[src/rtl/bbus_pkg.sv]
package bbus_pkg;
  typedef enum logic [2:0] {
    PH_IDLE, PH_SETUP, PH_STROBE, PH_HOLD, PH_PAUSE
  } phase_e;

  localparam int PRE_W = 3;

  // base clocks per tick minus one: code 3 -> 8, 0 -> 4, 2 -> 2, 1 -> 1
  function automatic logic [PRE_W-1:0] clocks_m1(input logic [1:0] code);
    case (code)
      2'd3:    clocks_m1 = 3'd7;
      2'd0:    clocks_m1 = 3'd3;
      2'd2:    clocks_m1 = 3'd1;
      default: clocks_m1 = 3'd0;
    endcase
  endfunction
endpackage

[src/rtl/bbus_tick_div.sv]
module bbus_tick_div
  import bbus_pkg::*;
(
  input  logic       clk,
  input  logic       rst_n,
  input  logic [1:0] mult_code_i,
  input  logic       restart_i,
  input  logic       park_i,
  output logic       tick_o
);
  logic [PRE_W-1:0] pre_q, pre_nxt;
  logic [PRE_W-1:0] reload;

  assign reload = clocks_m1(mult_code_i);
  assign tick_o = (pre_q == '0);

  always_comb begin
    pre_nxt = pre_q;
    if (restart_i)        pre_nxt = reload;
    else if (!tick_o)     pre_nxt = pre_q - 1'b1;
    else if (!park_i)     pre_nxt = reload;
  end

  always_ff @(posedge clk or negedge rst_n) begin
    if (!rst_n) pre_q <= '0;
    else        pre_q <= pre_nxt;
  end
endmodule

[src/rtl/bbus_phase_fsm.sv]
module bbus_phase_fsm
  import bbus_pkg::*;
#(
  parameter int CNT_W = 6
) (
  input  logic             clk,
  input  logic             rst_n,
  input  logic             req_i,
  input  logic             wr_i,
  input  logic             en_i,
  input  logic             wait_mode_i,
  input  logic             iordy_i,
  input  logic [CNT_W-1:0] setup_i,
  input  logic [CNT_W-1:0] oe_len_i,
  input  logic [CNT_W-1:0] we_len_i,
  input  logic [CNT_W-1:0] rd_hold_i,
  input  logic [CNT_W-1:0] wr_hold_i,
  input  logic [CNT_W-1:0] pause_i,
  input  logic             tick_i,
  output logic             restart_o,
  output logic             park_o,
  output logic             accept_o,
  output logic             capture_o,
  output logic             ack_o,
  output logic             ce_n_o,
  output logic             oe_n_o,
  output logic             we_n_o
);
  phase_e           state_q, state_nxt;
  logic [CNT_W-1:0] tcnt_q, tcnt_nxt;
  logic             wr_q, wr_nxt;
  logic             ack_q, ack_nxt;
  logic             ce_n_q, oe_n_q, we_n_q;
  logic             done;

  assign park_o = (tcnt_q == '0);
  assign done   = tick_i && park_o;

  always_comb begin
    state_nxt = state_q;
    tcnt_nxt  = tcnt_q;
    wr_nxt    = wr_q;
    ack_nxt   = 1'b0;
    restart_o = 1'b0;
    accept_o  = 1'b0;
    capture_o = 1'b0;
    if (tick_i && !park_o) tcnt_nxt = tcnt_q - 1'b1;
    unique case (state_q)
      PH_IDLE: if (req_i && en_i) begin
        accept_o  = 1'b1;
        restart_o = 1'b1;
        wr_nxt    = wr_i;
        if (setup_i != '0) begin
          state_nxt = PH_SETUP;
          tcnt_nxt  = setup_i - 1'b1;
        end else begin
          state_nxt = PH_STROBE;
          tcnt_nxt  = wr_i ? we_len_i : oe_len_i;
        end
      end
      PH_SETUP: if (done) begin
        state_nxt = PH_STROBE;
        restart_o = 1'b1;
        tcnt_nxt  = wr_q ? we_len_i : oe_len_i;
      end
      PH_STROBE: if (done && (!wait_mode_i || iordy_i)) begin
        state_nxt = PH_HOLD;
        restart_o = 1'b1;
        capture_o = !wr_q;
        tcnt_nxt  = wr_q ? wr_hold_i : rd_hold_i;
      end
      PH_HOLD: if (done) begin
        state_nxt = PH_PAUSE;
        restart_o = 1'b1;
        tcnt_nxt  = pause_i;
      end
      PH_PAUSE: if (done) begin
        state_nxt = PH_IDLE;
        ack_nxt   = 1'b1;
      end
      default: state_nxt = PH_IDLE;
    endcase
  end

  always_ff @(posedge clk or negedge rst_n) begin
    if (!rst_n) begin
      state_q <= PH_IDLE;
      tcnt_q  <= '0;
      wr_q    <= 1'b0;
      ack_q   <= 1'b0;
      ce_n_q  <= 1'b1;
      oe_n_q  <= 1'b1;
      we_n_q  <= 1'b1;
    end else begin
      state_q <= state_nxt;
      tcnt_q  <= tcnt_nxt;
      wr_q    <= wr_nxt;
      ack_q   <= ack_nxt;
      ce_n_q  <= (state_nxt == PH_IDLE) || (state_nxt == PH_PAUSE);
      oe_n_q  <= !((state_nxt == PH_STROBE) && !wr_nxt);
      we_n_q  <= !((state_nxt == PH_STROBE) && wr_nxt);
    end
  end

  assign ack_o  = ack_q;
  assign ce_n_o = ce_n_q;
  assign oe_n_o = oe_n_q;
  assign we_n_o = we_n_q;

  a_r10_strobes_exclusive: assert property (@(posedge clk) disable iff (!rst_n)
    !(!oe_n_q && !we_n_q));
  a_r10_strobe_under_ce: assert property (@(posedge clk) disable iff (!rst_n)
    (!oe_n_q || !we_n_q) |-> !ce_n_q);
  a_r5_ack_one_cycle: assert property (@(posedge clk) disable iff (!rst_n)
    ack_q |=> !ack_q);
  a_r7_wait_stretch: assert property (@(posedge clk) disable iff (!rst_n)
    (state_q == PH_STROBE && wait_mode_i && !iordy_i) |=> (state_q == PH_STROBE));
  a_r8_disabled_ignored: assert property (@(posedge clk) disable iff (!rst_n)
    (state_q == PH_IDLE && req_i && !en_i) |=> (ce_n_q && state_q == PH_IDLE));
  a_r4_ce_rises_into_pause: assert property (@(posedge clk) disable iff (!rst_n)
    $rose(ce_n_q) |-> (state_q == PH_PAUSE));
endmodule

[src/rtl/bbus_region_seq.sv]
module bbus_region_seq #(
  parameter int ADDR_W = 16,
  parameter int DATA_W = 16,
  parameter int CNT_W  = 6
) (
  input  logic              clk,
  input  logic              rst_n,
  input  logic              req_i,
  input  logic              wr_i,
  input  logic [ADDR_W-1:0] addr_i,
  input  logic [DATA_W-1:0] wdata_i,
  output logic              ack_o,
  output logic [DATA_W-1:0] rdata_o,
  input  logic              region_en_i,
  input  logic [1:0]        mult_code_i,
  input  logic              wait_mode_i,
  input  logic [CNT_W-1:0]  setup_i,
  input  logic [CNT_W-1:0]  oe_len_i,
  input  logic [CNT_W-1:0]  we_len_i,
  input  logic [CNT_W-1:0]  rd_hold_i,
  input  logic [CNT_W-1:0]  wr_hold_i,
  input  logic [CNT_W-1:0]  pause_i,
  output logic              bus_ce_n_o,
  output logic              bus_oe_n_o,
  output logic              bus_we_n_o,
  output logic [ADDR_W-1:0] bus_addr_o,
  output logic [DATA_W-1:0] bus_wdata_o,
  input  logic [DATA_W-1:0] bus_rdata_i,
  input  logic              bus_iordy_i
);
  logic [1:0]        rst_sync_q;
  logic              rst_int_n;
  logic              tick, restart, park, accept, capture;
  logic [ADDR_W-1:0] addr_q;
  logic [DATA_W-1:0] wdata_q, rdata_q;

  // reset asserts at once, releases on the second clock edge
  always_ff @(posedge clk or negedge rst_n) begin
    if (!rst_n) rst_sync_q <= 2'b00;
    else        rst_sync_q <= {rst_sync_q[0], 1'b1};
  end
  assign rst_int_n = rst_sync_q[1];

  bbus_tick_div u_tick (
    .clk        (clk),
    .rst_n      (rst_int_n),
    .mult_code_i(mult_code_i),
    .restart_i  (restart),
    .park_i     (park),
    .tick_o     (tick)
  );

  bbus_phase_fsm #(.CNT_W(CNT_W)) u_fsm (
    .clk        (clk),
    .rst_n      (rst_int_n),
    .req_i      (req_i),
    .wr_i       (wr_i),
    .en_i       (region_en_i),
    .wait_mode_i(wait_mode_i),
    .iordy_i    (bus_iordy_i),
    .setup_i    (setup_i),
    .oe_len_i   (oe_len_i),
    .we_len_i   (we_len_i),
    .rd_hold_i  (rd_hold_i),
    .wr_hold_i  (wr_hold_i),
    .pause_i    (pause_i),
    .tick_i     (tick),
    .restart_o  (restart),
    .park_o     (park),
    .accept_o   (accept),
    .capture_o  (capture),
    .ack_o      (ack_o),
    .ce_n_o     (bus_ce_n_o),
    .oe_n_o     (bus_oe_n_o),
    .we_n_o     (bus_we_n_o)
  );

  always_ff @(posedge clk or negedge rst_int_n) begin
    if (!rst_int_n) begin
      addr_q  <= '0;
      wdata_q <= '0;
      rdata_q <= '0;
    end else begin
      if (accept) begin
        addr_q  <= addr_i;
        wdata_q <= wdata_i;
      end
      if (capture) rdata_q <= bus_rdata_i;
    end
  end

  assign bus_addr_o  = addr_q;
  assign bus_wdata_o = wdata_q;
  assign rdata_o     = rdata_q;

  a_r9_addr_stable_in_access: assert property (@(posedge clk) disable iff (!rst_int_n)
    (!bus_ce_n_o && $past(!bus_ce_n_o)) |-> $stable(bus_addr_o));
  a_r6_rdata_only_at_oe_rise: assert property (@(posedge clk) disable iff (!rst_int_n)
    !$stable(rdata_o) |-> $rose(bus_oe_n_o));
endmodule

[config.mk]
export PLATFORM = sky130hd
export DESIGN_NAME = bbus_region_seq
export DESIGN_NICKNAME = d
export VERILOG_FILES = /design/src/rtl/bbus_pkg.sv /design/src/rtl/bbus_tick_div.sv /design/src/rtl/bbus_phase_fsm.sv /design/src/rtl/bbus_region_seq.sv
export SDC_FILE = /design/constraint.sdc
export NUM_CORES = 1
export LEC_CHECK = 0
export BUFFER_PORTS_ARGS = -buffer_cell sky130_fd_sc_hd__buf_2
export CAP_MARGIN = 20
export CORE_MARGIN = 1.5
export CORE_UTILIZATION = 45
export DETAILED_ROUTE_END_ITERATION = 10
export PLACE_DENSITY = 0.74
export SLEW_MARGIN = 20
export SYNTH_ARGS = -nofsm -noshare
export SYNTH_HDL_FRONTEND = slang
export SYNTH_SLANG_ARGS = --single-unit
[constraint.sdc]
create_clock -name clk -period 3.7 [get_ports clk]
set_input_delay 0.74 -clock clk [delete_from_list [all_inputs] [get_ports clk]]
set_output_delay 0.74 -clock clk [all_outputs]
set_load 0.01 [all_outputs]
## Yosys cells after proc, flatten, opt, wreduce, memory -nomap -nowiden

Cells that the tools add are included.

| word-level totals | value |
|---|---|
| register bits | 67 |
| bits of input ports | 93 |
| output and inout bits | 52 |
| word-level logic and storage cells | 76 |

| cells by class | value |
|---|---|
| add/sub/neg operators | 3 |
| equal/unequal tests | 9 |
| multiplexer cells | 31 |
| reduce and logical (&&, ||, !) cells | 21 |

Operator list:

| operator | number |
|---|---|
| 6-bit 2-to-1 mux | 9 |
| 3-bit 2-to-1 mux | 8 |
| 6-bit case mux with 4 select lines | 1 |
| 3-bit case mux with 5 select lines | 1 |
| 6-bit by 1-bit subtractor with 6-bit output (second input constant) | 2 |
| 3-bit by 2-bit == test with 1-bit output (second input constant) | 3 |
| 3-bit logical NOT | 3 |
| 1-bit 2-to-1 mux | 9 |
| 3-bit case mux with 3 select lines | 1 |
| 3-bit == test (second input constant) | 2 |
| 1-bit logical AND | 6 |
| 1-bit logical NOT | 6 |
| 6-bit logical NOT | 1 |
| 6-bit nonzero test | 1 |
| 2-bit == test (second input constant) | 2 |
| 3-bit by 1-bit == test with 1-bit output (second input constant) | 1 |
| 3-bit inequality test (second input constant) | 1 |
| 1-bit case mux with 3 select lines | 1 |
| 3-bit by 1-bit subtractor with 3-bit output (second input constant) | 1 |
| 2-bit logical NOT | 1 |
| 1-bit logical OR | 2 |
| 2-bit 2-to-1 mux | 1 |
| 2-bit OR reduction | 1 |

## Depth between registers and ports, before layout

Gate-level depths: netlist of run 1.

| logic depth | value |
|---|---|
| depth in word-level cells | 8 |
| depth in mapped cells | 9 |
| gate-level depth less buffers | 7 |

## Modules after synthesis

Synthesis of run 1 repeated with hierarchy kept, for this count alone.

| unflattened totals | value |
|---|---|
| cells, all modules | 296 |
| area, all modules | 3666.0 um^2 |

By module, submodules not included:

| module | instances | cells an instance | area an instance (um^2) | seq. area each (um^2) |
|---|---|---|---|---|
| bbus_region_seq | 1 | 105 | 2048.2 | 1251.2 |
| bbus_phase_fsm | 1 | 169 | 1373.8 | 354.1 |
| bbus_tick_div | 1 | 22 | 244.0 | 75.1 |

## Worst setup path after synthesis of run 1

No wires, ideal clock.

| path | value |
|---|---|
| path type | input to register |
| start | in setup_i[0] |
| end | reg u_fsm.oe_n_q (netlist: u_fsm.oe_n_o) |
| library setup time | 80 ps |
| arrival time | 2181 ps |
| data required time | 3620 ps |
| slack | 1439 ps |
| stages | 7 |
| path buffers | 0 |
| cells stage by stage | inv_1 ha_1 or3b_2 nor3_2 a211o_1 nor2b_1 nand2b_1 |

| between the ends | value |
|---|---|
| longest elaborated chain between the ends | 7 |

RTL lines:

| element | line | RTL |
|---|---|---|
| from (decl) | bbus_region_seq.sv:17 | `input logic [CNT_W-1:0] setup_i,` |
| 6-bit nonzero test | bbus_phase_fsm.sv:53 | `if (setup_i != '0) begin` |
| 2-bit 2-to-1 mux | bbus_phase_fsm.sv:53 |  |
| 3-bit 2-to-1 mux | bbus_phase_fsm.sv:49 | `PH_IDLE: if (req_i && en_i) begin` |
| 3-bit case mux with 5 select lines | bbus_phase_fsm.sv:48 | `unique case (state_q)` |
| via u_fsm.state_nxt[1] | bbus_phase_fsm.sv:29 | `phase_e state_q, state_nxt;` |
| 3-bit by 2-bit == test with 1-bit output | bbus_phase_fsm.sv:100 | `oe_n_q <= !((state_nxt == PH_STROBE) && !wr_nxt);` |
| 1-bit logical AND | bbus_phase_fsm.sv:100 |  |
| 1-bit logical NOT | bbus_phase_fsm.sv:100 |  |
| to (signal assigned) | bbus_phase_fsm.sv:100 |  |
| to (decl) | bbus_phase_fsm.sv:33 | `logic ce_n_q, oe_n_q, we_n_q;` |

The timed path passes the listed nets, and every way through them passes these cells.
A chain may end at the register's enable or synchronous reset.

## Worst setup path in the final report of run 1

| path | value |
|---|---|
| start | reg u_tick.pre_q[0] |
| end | reg u_tick.pre_q[0] |

| between the ends | value |
|---|---|
| longest elaborated chain between the ends | 6 |
| elaborated cells between the ends (all ways) | 10 |
| those cells by class | add/sub: 1; eq/ne: 1; mux: 5; reduce/logical: 3 |

RTL lines:

| element | line | RTL |
|---|---|---|
| from (decl) | bbus_tick_div.sv:11 | `logic [PRE_W-1:0] pre_q, pre_nxt;` |
| from (signal assigned) | bbus_tick_div.sv:26 | `else pre_q <= pre_nxt;` |
| 3-bit logical NOT | bbus_tick_div.sv:15 | `assign tick_o = (pre_q == '0);` |
| 1-bit logical AND | bbus_phase_fsm.sv:37 | `assign done = tick_i && park_o;` |
| 1-bit logical AND | bbus_phase_fsm.sv:66 | `PH_STROBE: if (done && (!wait_mode_i \|\| iordy_i)) begin` |
| 1-bit 2-to-1 mux | bbus_phase_fsm.sv:66 |  |
| 1-bit case mux with 3 select lines | bbus_phase_fsm.sv:48 |  |
| 3-bit inequality test (no source line) / 3-bit 2-to-1 mux (equally long branches) | -- |  |

Several ways; a longest one is shown, not always the timed one.

==> results of run 1 <==
-- synth_stat cells, drive strengths merged, types with 4 or more instances --
master and instances:
inv 8, nor2 16, nand2 118, a21oi 9, nor2b 6, dfrtp 64
ha 6, mux2 18, buf 9, mux2i 18, nor3b 5, nand2b 4
nor3 5, clkbuf 9, o21ai 8, a211o 4, o31ai 4, o211ai 4
-- registers in the layout, summed over array words and instances, names as in the netlist --
name,count
bus_addr_o,16
bus_wdata_o,16
rdata_o,16
rst_sync_q,2
u_fsm.ack_o,1
u_fsm.ce_n_o,1
u_fsm.oe_n_o,1
u_fsm.state_q,3
u_fsm.tcnt_q,6
u_fsm.we_n_o,1
u_fsm.wr_q,1
u_tick.pre_q,3
-- power by group through the flow --
stage               registers [mW]  clock network [mW]  logic (mW)
floorplan                     1.23                   0       0.675
global placement              1.21                   0        1.06
detailed placement            1.22                   0        1.09
CTS                           1.20               0.677        1.09
global route                  1.24               0.707        1.22
finish                        1.20               0.659        1.09
-- critical path: stages, from the launching register on --
cell     delay, ps
dfrtp_1        390
inv_1           80
ha_1           180
nor2b_1        550
nand3_4        190
o31ai_2        640
o31ai_1        140
a311o_1        370
-- worst max path at each step --
stage                                              to                         from  slack [ps]
after floorplan                u_fsm.oe_n_o$_DFF_PN1_                   setup_i[0]        1440
after global placement         u_fsm.oe_n_o$_DFF_PN1_                   setup_i[0]        1170
after detailed placement  u_tick.pre_q[0]$_DFFE_PN0P_  u_tick.pre_q[0]$_DFFE_PN0P_        1060
after CTS                 u_tick.pre_q[0]$_DFFE_PN0P_  u_tick.pre_q[0]$_DFFE_PN0P_        1050
after global routing      u_tick.pre_q[0]$_DFFE_PN0P_  u_tick.pre_q[1]$_DFFE_PN0P_         820
final                     u_tick.pre_q[0]$_DFFE_PN0P_  u_tick.pre_q[0]$_DFFE_PN0P_        1050
-- layer usage --
metal,vias to the layer above,wire (um),track usage (%),part of all wire (%)
met5,-,0,0,0
met4,0,163,7.813,1.9
met3,14,611,3.853,7.2
met2,142,3915,33.46,46
met1,1419,3824,28.46,45
li1,1512,-,-,-
-- stage by stage --
stage	worst slack [ps]	hold slack, ps
3_3_place_gp	1168	293.2
3_5_place_dp	1060	298.4
2_1_floorplan	1439	331.2
6_report	1046	182.6
5_1_grt	815.2	158.9
4_1_cts	1047	166.1
-- final cells by class --
class / instances / area, um^2 / area share, %
multi-input combinational: 268 / 1679 / 37.52
tap: 99 / 123.9 / 2.768
clock inverter: 6 / 90.09 / 2.013
timing repair buffer: 147 / 743.2 / 16.61
sequential: 67 / 1682 / 37.57
clock buffer: 10 / 127.6 / 2.852
inverter: 8 / 30.03 / 0.6710
-- kinds of logic (layout without fill, tap and decap cells) --
kind of cell    Yosys count  in the layout  synth area share, %
fa+ha+maj                 6              6                2.148
flops                    67             67                48.08
buf+inv                  26            171                4.046
mux                      36             36                12.03
compound gates           49             49                9.954
xor+xnor                  2              2               0.5013
simple gates            174            174                23.13
other cells               1              1               0.1073
==> results by group, run 1 <==
Setup path
  – Worst-path fanout max: 10
  – CP Class: reg2reg
  – R2R Setup Slk: 1050 ps
  – Worst reg2reg path startpoint: u_tick.pre_q[0]$_DFFE_PN0P_
  – Critical path capture point type: register
  – R2R Path End: u_tick.pre_q[0]$_DFFE_PN0P_
  – Arr. time, crit path: ~2900 ps
  – WP data required: 3910 ps
  – Critical path startpoint category: register
  – Worst Reg2Reg Path Length in Cells: 7

Route
  – Vias: just over 3000
  – Antenna-violating nets left: 0
  – Vias per cell: just over 5
  – Remaining DRCs: 0
  – DRT Wirelength: ~8500 um
  – WL per Instance: 14.07 um
  – Drt initial violations: approximately 160
  – First-pass detailed-route iteration total: 5

Finish
  – Synth-to-layout area growth: 28.07%
  – Most common cell after layout, fill and taps aside: buf_2
  – Final #Nets: 600
  – Most frequent cells in the layout: buf_2 (144), nand2_1 (118), dfrtp_1 (63)
  – Ant. Diodes: 0
  – Layout cells sized above 1: between 30% and 40%
  – Fin cells: between 600 and 700
  – Fin area: about 4500 um^2
  – Final Util: approximately three fifths
  – FILL cells: between 600 and 700

Power
  – NetSw: between 1 and 1.5 mW
  – Power density cells: between 600 and 700 nW/um^2
  – Pint: roughly 1.9 mW
  – Pwr Total: slightly below 3 mW
  – Gate power share: 36.9%
  – Clk pwr share: between 20% and 30%
  – LEAKAGE: around 2.4 nW
  – Switching Share: between 30% and 40%
  – VDD IR max: ~0.00036 V
  – Seq pwr share: a little over 40%

Timing
  – Rel. slew slack: between 40 and 50%
  – Final Slew Violations: 0
  – Setup_tns: 0 ps
  – Layout Skew: 9.507 ps
  – Finish-stage setup viols: 0
  – Final period util: a little under three quarters
  – Fin. Hold Viols: 0
  – RSZ-0062 raised after global routing: false
  – Slew @ Worst Pin: roughly 750 ps
  – Maximum clock frequency: 376.9 MHz
  – Period minus WS final: ~2700 ps

Yosys
  – Main area contributors after synthesis: dfrtp_1 (46%), nand2_1 (13%), mux2i_1 (5.2%), mux2_4 (4.3%), mux2_2 (2.6%)
  – Yosys top cell area share: a little under half
  – Mapped Cells: around 360
  – Seq/Total Area, Yosys: between 40% and 50%
  – Main synth FF type: dfrtp_1
  – Async S/R FF share, synth: between 90% and 100%
  – Yosys top cell by area: dfrtp_1
  – Mapped Area: 3495 um^2
  – Netlist cell types: between 50 and 60
  – Post-synth EDFFs: 0
  – Syn_area_per_cell: 9.680 um^2
  – Mapped Nets: 460
  – Post-synthesis register bit count: 67
  – Yosys synthesis warning count: 0

Clock tree
  – Clock Tree Root: clkbuf_8
  – CTS clk-pin slew, worst paths: about 70 ps
  – Post-CTS setup buffer count: 0
  – Clock buffer depth: 2
  – CTS tree: done
  – Clock Latency Late Sink: between 300 and 400 ps
  – Num Clock Sinks: between 60 and 70
  – Post-CTS sizing: 0
  – Hold_buf cts: 0
  – H-tree depth: 3
  – CTS Buf Count: 9

Job
  – Max Cap Viol: 0

Floorplanning
  – Die width: 91.13 um
  – Chip Height: 91.13 um
  – Starting density of the core: approximately 47%
  – Die area: 8304 um^2
  – Num rows: 31
  – Core ar.: roughly 7400 um^2
  – Num ports: approximately 150

Run status
  – Outcome: finished, final reports clean

Global routing
  – GRT Overall Usage: between 20% and 30%
  – Global-route wire length before repair: roughly 14000 um
  – Largest net degree at the start of global routing: 40
  – Number of global-route vias before repair: 3000
  – GRT overflow: 0
  – Initial antenna violation count: 0

Placement
  – DP HPWL: 6406 um
  – Placement Cell Area: between 4000 and 5000 um^2
  – Number of port buffers: ~140
  – Gp weighted congestion: slightly below 0.9
  – Placed cells: between 500 and 600

Min path
  – Hold Crit Class: in2async
Note: power is estimated with default switching activity, not from simulation.
==> run 2: changes to the inputs <==
--- a/config.mk
+++ b/config.mk
@@ -5,12 +5,13 @@
 export SDC_FILE = /design/constraint.sdc
 export NUM_CORES = 1
 export LEC_CHECK = 0
+export ABC_AREA = 1
 export BUFFER_PORTS_ARGS = -buffer_cell sky130_fd_sc_hd__buf_2
 export CAP_MARGIN = 20
 export CORE_MARGIN = 1.5
-export CORE_UTILIZATION = 45
+export CORE_UTILIZATION = 44
 export DETAILED_ROUTE_END_ITERATION = 10
-export PLACE_DENSITY = 0.74
+export PLACE_DENSITY = 0.75
 export SLEW_MARGIN = 20
 export SYNTH_ARGS = -nofsm -noshare
 export SYNTH_HDL_FRONTEND = slang
==> constraint.sdc (replaced) <==
create_clock -name clk -period 2.38 [get_ports clk]
set_input_delay 0.476 -clock clk [delete_from_list [all_inputs] [get_ports clk]]
set_output_delay 0.476 -clock clk [all_outputs]
set_load 0.01 [all_outputs]
==> run 2 against run 1 <==
Compared with the run above: first-iteration DRC count is 48% higher; via count is 18% higher; clock power is 40% higher; sequential share of layout area is 1.1 points lower; combinational power is 83% higher; die area is 4.9% higher; register-to-register slack worse by 690 ps; area after synthesis is 2.7% higher; global-route usage is 2.2 points higher; maximum frequency is 31% higher.
==> results by group, run 2 <==
Run status
  – Outcome: finished, final reports clean

Yosys
  – Count leader, synth: nand2_1
  – Mapped Cells: 487 (+35%)
  – Seq/Total Area, Yosys: 46.81% (-1.3 points)
  – Yosys top cell by area: dfrtp_1
  – Main area contributors after synthesis: dfrtp_1 (45%), nand2_1 (23%), nand3_1 (6.4%), inv_1 (4.5%), o21ai_0 (2.6%)
  – Mapped Area: 3590 um^2 (+2.7%)
  – Synth top cells by count: nand2_1 (218), dfrtp_1 (64), nand3_1 (46)
  – Yosys synthesis warning count: 0 (unchanged)
  – Main synth FF type: dfrtp_1
  – Syn_area_per_cell: 7.371 um^2 (-24%)
  – Mapped Nets: 586 (+27%)
  – Yosys top cell area share: 44.61% (-1.2 points)
  – Netlist cell types: 35 (-38%)
  – Async S/R FF share, synth: 100.0% (unchanged)
  – Post-synthesis register bit count: 67 (unchanged)
  – Post-synth EDFFs: 0 (unchanged)

Placement
  – Number of port buffers: 144 (unchanged)
  – DP HPWL: 7390 um (+15%)
  – Gp weighted congestion: 0.9063 (+1.6%)

Finish
  – FILL cells: 723 (+14%)
  – Ant. Diodes: 0 (unchanged)
  – Most common cell after layout, fill and taps aside: nand2_1
  – Layout cells sized above 1: 29.00% (-10 points)
  – Most frequent cells in the layout: nand2_1 (218), buf_2 (144), dfrtp_1 (63)
  – Final #Nets: 732 (+22%)
  – Synth-to-layout area growth: 28.48%

Route
  – WL per Instance: 12.94 um (-8.0%)
  – First-pass detailed-route iteration total: 4 (-1)
  – Remaining DRCs: 0 (unchanged)
  – Drt initial violations: 235 (+48%)
  – Antenna-violating nets left: 0 (unchanged)
  – Vias per cell: 4.943 (-3.1%)
  – DRT Wirelength: 9579 um (+13%)
  – Vias: 3658 (+18%)

Job
  – Max Cap Viol: 0 (unchanged)

Floorplanning
  – Starting density of the core: 45.98% (-1.4 points)
  – Die width: 93.33 um (+2.4%)
  – Die area: 8710 um^2 (+4.9%)
  – Num rows: 32 (+3.2%)
  – Num ports: 145 (unchanged)
  – Core ar.: 7807 um^2 (+5.9%)
  – Chip Height: 93.33 um (+2.4%)

Timing
  – Maximum clock frequency: 494.9 MHz (+31%)
  – Layout Skew: 10.76 ps (+1.257 ps)
  – Period minus WS final: 2021 ps (-632.8 ps)
  – Fin. Hold Viols: 0 (unchanged)
  – Setup_tns: 0 ps (unchanged)
  – Hold_ws: 232.4 ps (+49.79 ps)
  – Finish-stage setup viols: 0 (unchanged)
  – Final period util: 84.91% (+13 points)
  – RSZ-0062 raised after global routing: false
  – Final Slew Violations: 0 (unchanged)

Clock tree
  – Clock buffer depth: 2 (unchanged)
  – CTS tree: done
  – H-tree depth: 3 (unchanged)
  – Num Clock Sinks: 67 (unchanged)
  – CTS Buf Count: 9 (unchanged)
  – Clock Latency Late Sink: 340 ps (about the same)
  – CTS clk-pin slew, worst paths: 70 ps (about the same)
  – Clock Tree Root: clkbuf_8
  – Post-CTS sizing: 0 (unchanged)

Setup path
  – Critical path capture point type: register
  – Worst-path fanout max: 17 (+7)
  – Critical path startpoint category: register
  – Arr. time, crit path: 2240 ps (-630 ps)
  – CP Class: reg2reg
  – WP data required: 2600 ps (-1310 ps)

Global routing
  – Global-route wire length before repair: 15750 um (+12%)
  – GRT overflow: 0 (unchanged)
  – Largest net degree at the start of global routing: 40 (unchanged)
  – Initial antenna violation count: 0 (unchanged)
  – Number of global-route vias before repair: 3396 (+13%)
  – GRT Overall Usage: 23.23% (+2.2 points)

Min path
  – Hold Crit Class: reg2async

Power
  – Power density cells: 1016 nW/um^2 (+54%)
  – VDD IR max: 0.0004328 V (+21%)
  – LEAKAGE: 2.767 nW (+14%)
## run 2: timing repair
item	CTS	global route
endpoints found under the setup margin	0	0
endpoints found under the hold margin	2	0
buffers inserted	0	0
hold buffers	1	0
## run 2: layer usage
metal  track usage (%)  up-vias  part of all wire (%)
met5                 0        -                     0
met4             9.722        0                   2.5
met3             4.390       19                   6.5
met2             38.41      163                    47
met1             29.70     1662                    44
li1                  -     1814                     -
## run 2: power by group
| part | internal (mW) | switching (mW) | total [mW] |
|---|---|---|---|
| clock network | 0.486 | 0.435 | 0.920 |
| logic | 0.741 | 1.25 | 1.99 |
| registers | 1.53 | 0.237 | 1.77 |
| total | 2.76 | 1.92 | 4.69 |
## run 2: critical path: stages (launching register included)
cell      delay, ps
dfrtp_1         390
inv_1            90
ha_1            150
inv_1            50
nor2_2          370
nand4_4         290
clkinv_2        270
nand2_4         170
nand2_1         100
nand2_1          50
## run 2: path summary, 6_finish.rpt
path,startpoint,end,slack (ps),depth (start not counted)
setup / recovery,u_tick.pre_q[0]$_DFFE_PN0P_,rdata_o[6]$_DFFE_PN0P_,360,9
hold / removal,rst_sync_q[1]$_DFF_PN0_,bus_wdata_o[13]$_DFFE_PN0P_,230,0
setup reg to reg,u_tick.pre_q[0]$_DFFE_PN0P_,rdata_o[6]$_DFFE_PN0P_,360,9
hold reg to reg,rst_sync_q[1]$_DFF_PN0_,bus_wdata_o[13]$_DFFE_PN0P_,230,0
max in group asynchronous,rst_sync_q[1]$_DFF_PN0_,rdata_o[13]$_DFFE_PN0P_,1560,1
min in group clk,addr_i[7],bus_addr_o[7]$_DFFE_PN0P_,320,3
## run 2: area by class of cell
type | count | area (um^2) | share of cell area, %
inverter | 47 | 177.7 | 3.852
clock buffer | 10 | 127.6 | 2.767
timing repair buffer | 151 | 788.3 | 17.09
clock inverter | 6 | 65.06 | 1.411
multi-input combinational | 357 | 1644 | 35.65
tap | 102 | 127.6 | 2.767
sequential | 67 | 1682 | 36.46
## run 2: per-stage QoR
step | total power [mW] | util [%] | instances | worst slack (ps) | area (um^2)
final | 4.685 | 59.07 | 740 | 359.2 | 4612
after global placement | 3.735 | 56.47 | 723 | 469.9 | 4409
after CTS | 4.715 | 59.07 | 740 | 358.0 | 4612
after detailed placement | 3.780 | 56.47 | 723 | 378.7 | 4409
after global routing | 5.100 | 59.07 | 740 | 105.7 | 4612
after floorplan | 3.081 | - | 487 | 381.4 | 3590
## run 2: kinds of logic after synthesis
logic type / after synthesis / synth area share, %
compound gates: 36 / 5.542
xor+xnor: 4 / 0.9761
buf+inv: 63 / 7.389
fa+ha+maj: 6 / 2.091
simple gates: 310 / 37.09
other cells: 1 / 0.1045
flops: 67 / 46.81
